===== config.mk =====
export PLATFORM = sky130hd
export DESIGN_NAME = spfifo_ctrl
export DESIGN_NICKNAME = d
export VERILOG_FILES = /design/src/rtl/spfifo_ctrl.sv
export SDC_FILE = /design/constraint.sdc
export NUM_CORES = 2
export LEC_CHECK = 0
export BUFFER_PORTS_ARGS = -buffer_cell sky130_fd_sc_hd__buf_2
export CELL_PAD_IN_SITES_DETAIL_PLACEMENT = 1
export CELL_PAD_IN_SITES_GLOBAL_PLACEMENT = 1
export CORE_MARGIN = 1
export CORE_UTILIZATION = 25
export DETAILED_ROUTE_END_ITERATION = 10
export GPL_TIMING_DRIVEN = 0
export PLACE_DENSITY = 0.4
export SLEW_MARGIN = 20
export SYNTH_ARGS = -nofsm -noshare
export SYNTH_HDL_FRONTEND = slang
export SYNTH_SLANG_ARGS = --single-unit

===== constraint.sdc =====
create_clock -name clk -period 4.2 [get_ports clk]
set_input_delay 0.42 -clock clk [delete_from_list [all_inputs] [get_ports clk]]
set_output_delay 0.42 -clock clk [all_outputs]
set_load 0.02 [all_outputs]

===== src/rtl/spfifo_ctrl.sv =====
module spfifo_ctrl #(
  parameter int DEPTH = 32,
  parameter int LW    = 5,
  localparam int AW   = $clog2(DEPTH),
  localparam int CW   = AW + 1
) (
  input  logic          clk,
  input  logic          rst_n,
  input  logic [LW-1:0] cfg_tx_lvl,
  input  logic [LW-1:0] cfg_rx_lvl,
  input  logic          cfg_tx_dma_en,
  input  logic          cfg_rx_dma_en,
  input  logic [1:0]    cfg_wr_order,
  input  logic [1:0]    cfg_rd_order,
  input  logic          cfg_stall_en,
  input  logic          cfg_test_en,
  input  logic          cfg_test_sel,
  input  logic          bus_wr,
  input  logic [31:0]   bus_wdata,
  input  logic          bus_rd,
  output logic [31:0]   bus_rdata,
  output logic          eng_tx_valid,
  output logic [31:0]   eng_tx_data,
  input  logic          eng_tx_ready,
  input  logic          eng_rx_valid,
  input  logic [31:0]   eng_rx_data,
  output logic          eng_rx_ready,
  input  logic          eng_master,
  output logic          eng_halt,
  output logic          tx_irq,
  output logic          rx_irq,
  output logic          tx_dma_req,
  output logic          rx_dma_req,
  output logic          err,
  output logic [CW-1:0] tx_level,
  output logic [CW-1:0] rx_level
);

  function automatic logic [31:0] reorder(input logic [1:0] m, input logic [31:0] w);
    case (m)
      2'd0:    return w;
      2'd1:    return {w[15:0], w[31:16]};
      2'd2:    return {w[7:0], w[15:8], w[23:16], w[31:24]};
      default: return {w[23:16], w[31:24], w[7:0], w[15:8]};
    endcase
  endfunction

  logic [1:0]      push, pop, full, empty;
  logic [63:0]     din_v, head_v;
  logic [2*CW-1:0] cnt_v;
  logic [31:0]     wdata_r, rd_head;
  logic            to_tx_w, to_rx_w, rd_tx, rd_rx, rd_empty, bad;

  assign wdata_r = reorder(cfg_wr_order, bus_wdata);

  assign to_tx_w = bus_wr & ~(cfg_test_en & cfg_test_sel);
  assign to_rx_w = bus_wr & cfg_test_en & cfg_test_sel;
  assign rd_tx   = bus_rd & cfg_test_en & ~cfg_test_sel;
  assign rd_rx   = bus_rd & ~(cfg_test_en & ~cfg_test_sel);

  assign push[0] = to_tx_w & ~full[0];
  assign pop[0]  = (cfg_test_en ? rd_tx : eng_tx_ready) & ~empty[0];
  assign push[1] = (cfg_test_en ? to_rx_w : eng_rx_valid) & ~full[1];
  assign pop[1]  = rd_rx & ~empty[1];

  assign din_v[31:0]  = wdata_r;
  assign din_v[63:32] = cfg_test_en ? wdata_r : eng_rx_data;

  for (genvar g = 0; g < 2; g++) begin : g_fifo
    logic [31:0]   mem [DEPTH];
    logic [AW-1:0] wp, rp;
    logic [CW-1:0] cnt;

    always_ff @(posedge clk) begin
      if (push[g]) mem[wp] <= din_v[g*32 +: 32];
    end

    always_ff @(posedge clk or negedge rst_n) begin
      if (!rst_n) begin
        wp  <= '0;
        rp  <= '0;
        cnt <= '0;
      end else begin
        if (push[g]) wp <= (wp == AW'(DEPTH - 1)) ? '0 : wp + 1'b1;
        if (pop[g])  rp <= (rp == AW'(DEPTH - 1)) ? '0 : rp + 1'b1;
        if (push[g] && !pop[g])      cnt <= cnt + 1'b1;
        else if (pop[g] && !push[g]) cnt <= cnt - 1'b1;
      end
    end

    assign full[g]              = (cnt == CW'(DEPTH));
    assign empty[g]             = (cnt == '0);
    assign head_v[g*32 +: 32]   = mem[rp];
    assign cnt_v[g*CW +: CW]    = cnt;
  end

  assign tx_level = cnt_v[CW-1:0];
  assign rx_level = cnt_v[2*CW-1:CW];

  assign bad = (to_tx_w & full[0]) | (to_rx_w & full[1]) |
               (rd_tx & empty[0]) | (rd_rx & empty[1]);

  always_ff @(posedge clk or negedge rst_n) begin
    if (!rst_n)   err <= 1'b0;
    else if (bad) err <= 1'b1;
  end

  assign rd_head   = (cfg_test_en & ~cfg_test_sel) ? head_v[31:0] : head_v[63:32];
  assign rd_empty  = (cfg_test_en & ~cfg_test_sel) ? empty[0] : empty[1];
  assign bus_rdata = rd_empty ? 32'd0 : reorder(cfg_rd_order, rd_head);

  assign eng_tx_valid = ~cfg_test_en & ~empty[0];
  assign eng_tx_data  = head_v[31:0];
  assign eng_rx_ready = ~cfg_test_en & ~full[1];
  assign eng_halt     = cfg_stall_en & eng_master & full[1];

  assign tx_irq     = int'(tx_level) <= int'(cfg_tx_lvl) + 1;
  assign rx_irq     = int'(rx_level) >= int'(cfg_rx_lvl) + 1;
  assign tx_dma_req = tx_irq & cfg_tx_dma_en;
  assign rx_dma_req = rx_irq & cfg_rx_dma_en;

endmodule


==> impl_metrics.py <==
metrics = {
    "critical_path": {
        "crit_arrival_ps": 4060,
        "crit_fanout": 9,
        "crit_path_max_incr_delay_ps": 640,
        "r2r_end": "g_fifo[1].mem[4][9]",
        "criticalPathCategory": "flip-flop to output pin",
        "cp_num_buf_inv": 5,
        "cp-end-kind": "output pin",
        "crit_slowest_cell": "nor4_4",
        "crit_path_cell_trace": "buf_12 > buf_16 > buf_16 > buf_12 > mux2i_1 > o22ai_1 > a211oi_2 > a22o_4 > mux2i_4 > o22ai_2 > nor4_4 > buf_4",
        "reg2reg_from": "rx_level[0]",
        "critical_path_required_ps": 3780,
        "r2r_cells": 8,
        "start_kind": "flip-flop",
        "regToRegSetupSlack_ps": 270,
        "cp_top_family": "buffers and inverters",
    },
    "drt": {
        "avgRoutedWirePerCell_microns": 35.14,
        "first_pass_iters": 5,
        "vias": 45719,
        "via_per_inst": 4.833,
        "wirelength_mm": 332.4,
        "drt_iter0_drc": 3605,
        "drc_errors": 0,
        "route.antenna.remaining_nets": 0,
    },
    "logic_synthesis": {
        "ys_seq_elements": 2081,
        "yosysTopAreaCell": "edfxtp_1",
        "netlist.area_leader.share_pct": 73.79,
        "syn_avg_cell_area_sq_um": 20.05,
        "synth_xor_area_share_pct": 0.1892,
        "synthArstFlopShare_pct": 1.586,
        "synthCells": 4157,
        "synth_common_cells": "2048 x edfxtp_1, 385 x mux2i_1, 353 x mux4_2, 122 x a21oi_1, 110 x nor2_1",
        "synth_warnings": 0,
        "synth_simple_gate_area_share_pct": 1.596,
        "synth_fa_ha_area_share_pct": 0.6185,
        "syn_area_sq_um": 83340,
        "yosysMostFrequentCell": "edfxtp_1",
        "synth_compound_area_share_pct": 5.303,
        "synth_edf_count": 2048,
        "synth_top_family_by_area": "multiplexers",
        "synth_ff_type": "edfxtp_1",
        "muxShareOfSynthArea_pct": 15.34,
        "synth.distinct_cells": 74,
        "yosysSeqAreaShare_pct": 74.78,
        "ys_top_cells_by_area": "edfxtp_1 74%, mux4_2 9.5%, mux2i_1 4.6%",
        "synth_nets": 4287,
    },
    "final_layout": {
        "synthToLayoutAreaGrowth_pct": 28.06,
        "final_nets": 5012,
        "drive_above_1_share_pct": 36.75,
        "instances_no_fill": 9460,
    },
    "sta": {
        "slew_headroom_pct": 24.94,
        "final-max-slew-violation-count": 0,
        "layout_min_cycle_time_ps": 4482,
        "setup_ws_ps": -282.3,
        "fin_crit_sh_pct": 106.7,
        "grt_setup_unrepaired": "true",
        "worst_slew_pin_slew_ps": 1126,
        "tns_ps": -4549,
        "hold_viol_final": 0,
        "setup_viol": 31,
        "fin_skew_ps": 49.89,
        "max_freq_ghz": 0.2231,
    },
    "min_path": {
        "hp-class": "input pin to asynchronous set/reset pin",
    },
    "power": {
        "pwr-share-clk_pct": 27.7,
        "seqPwrFrac_pct": 33.4,
        "power.leakage_uw": 0.03444,
        "power_density_nw_per_um2": 683.9,
        "p_comb_share_pct": 38.9,
        "switching_share_pct": 36.13,
        "p_sw_uw": 26370,
        "power.internal_uw": 46620,
        "max-vdd-ir-drop_mv": 0.4396,
    },
    "global_routing": {
        "grtUsageTotal_pct": 19.52,
        "grt_start_max_net_pins": 34,
        "grt.overflow.total": 0,
        "antenna_found_initial": 20,
        "first_global_vias": 47933,
        "grt_pass1_wl_mm": 441.4,
    },
    "outcome": {
        "violations": "negative setup slack",
        "outcome": "finished with violations",
    },
    "clock_network": {
        "htreeDepth": 4,
        "clkTransAtPathRegs_ps": 60,
        "clock_path_buffers": 4,
        "cts_root_buf": "clkbuf_16",
        "numCtsBuffers": 241,
        "clock_latency_ps": 920,
        "cts_tree": "done",
        "clkSinkCount": 2081,
    },
    "place": {
        "dp_slack_ps": -1636,
        "dp_hpwl_mm": 233.9,
        "gp_congestion": 0.8488,
        "placed_cells": 8840,
        "port_buffers": 170,
    },
    "floorplanning": {
        "pin_count": 174,
        "row_count": 211,
        "core_sq_um": 331100,
        "initial_core_util_pct": 25.17,
        "dieArea_sq_um": 335700,
        "die_w_microns": 579.4,
        "die_h_microns": 579.4,
    },
    "run": {
        "max_cap_violations": 0,
    },
}
==> layout make-up <==
| class | count | area (sq um) |
|---|---|---|
| Clock buffer | 303 | 6411 |
| Sequential cell | 2081 | 62330 |
| Fill cell | 33107 | 224300 |
| Tap cell | 4366 | 5463 |
| Inverter | 40 | 161.4 |
| Multi-Input combinational cell | 1784 | 22230 |
| Antenna cell | 19 | 47.55 |
| Buffer | 250 | 3174 |
| Clock inverter | 133 | 978.4 |
| Timing Repair Buffer | 484 | 5936 |
==> sequential cells by signal, indices dropped and copies added (netlist names) <==
name,flops
g_fifo.mem,2048
g_fifo.rp,10
g_fifo.wp,10
rx_level,6
tx_level,6
err,1
==> kinds of logic after synthesis <==
family                   after synthesis
AND/OR/NAND/NOR                      284
flip-flops                          2081
AO/OA/AOI/OAI                        629
multiplexers                         813
XOR/XNOR                              18
adder cells (fa/ha/maj)               40
buffers and inverters                292
==> metrics by stage <==
step | power (uW) | utilization, % | cell area, sq um | hold slack, ps
global route | 75380 | 32.24 | 106700 | 152.5
floorplan | 36180 | - | 83340 | 124.4
global placement | 46910 | 27.08 | 89660 | 523.3
CTS | 72900 | 31.87 | 105500 | 95.56
detailed placement | 47680 | 28.23 | 93450 | 522.1
finish | 73000 | 32.24 | 106700 | 136.6
==> per-layer routing <==
metal	vias to the layer above	GRT usage [%]	wire [microns]
li1	19009	-	-
met2	905	35.95	176300
met1	25415	23.57	134200
met3	390	1.993	9234
met5	-	0	0
met4	0	6.777	12720
==> layout by cell type (no fill, tap or decap), types with 18 or more instances in the layout <==
cell type,synthesis,routed
a22oi_1,88,42
buf_12,6,126
buf_2,62,152
nand2_1,61,60
diode_2,0,19
clkinv_1,1,62
a21oi_1,122,80
o22ai_1,68,33
clkinv_2,0,44
a211oi_2,0,20
inv_1,38,35
o22ai_2,0,26
mux2_2,64,50
dfrtp_1,33,30
clkbuf_8,0,36
buf_16,0,82
o21ai_1,10,18
nor2_1,110,32
nand3_1,35,32
a22oi_2,2,48
buf_8,12,22
o221ai_1,95,56
a221oi_1,51,23
a22o_4,0,23
ha_1,38,38
nor2_4,0,75
a21oi_2,0,31
o21ai_0,67,37
edfxtp_1,2048,2048
buf_6,35,97
clkbuf_1,91,77
o221ai_2,0,32
clkbuf_16,0,254
mux4_2,353,349
buf_4,38,153
mux2i_1,385,364
==> how the worst max path moves through the flow <==
stage	depth (start not counted)	startpoint	to
floorplan	14	rx_level[0]	rx_level[5]
global placement	7	cfg_test_en	g_fifo[0].mem[19][22]
detailed placement	10	g_fifo[1].rp[2]	bus_rdata[9]
CTS	13	g_fifo[0].rp[1]	bus_rdata[12]
global route	12	g_fifo[0].rp[0]	bus_rdata[21]
finish	12	g_fifo[0].rp[0]	bus_rdata[21]
==> power by group through the flow <==
stage / Combinational [uW] / Clock [uW] / Sequential [uW]
floorplan: 11400 / 0 / 24800
global placement: 22000 / 0 / 24900
detailed placement: 22900 / 0 / 24800
CTS: 27800 / 20700 / 24400
global route: 29500 / 21400 / 24400
finish: 28400 / 20200 / 24400
==> repair_timing <==
item                                    CTS  global route
cloned                                    2             4
resized for setup                       818           144
hold buffers                              3             0
buffers inserted                        121            39
endpoints found under the setup margin  140            34
endpoints found under the hold margin    34             0
pin swaps                               101            68
Note: power is estimated with default switching activity, not from simulation.
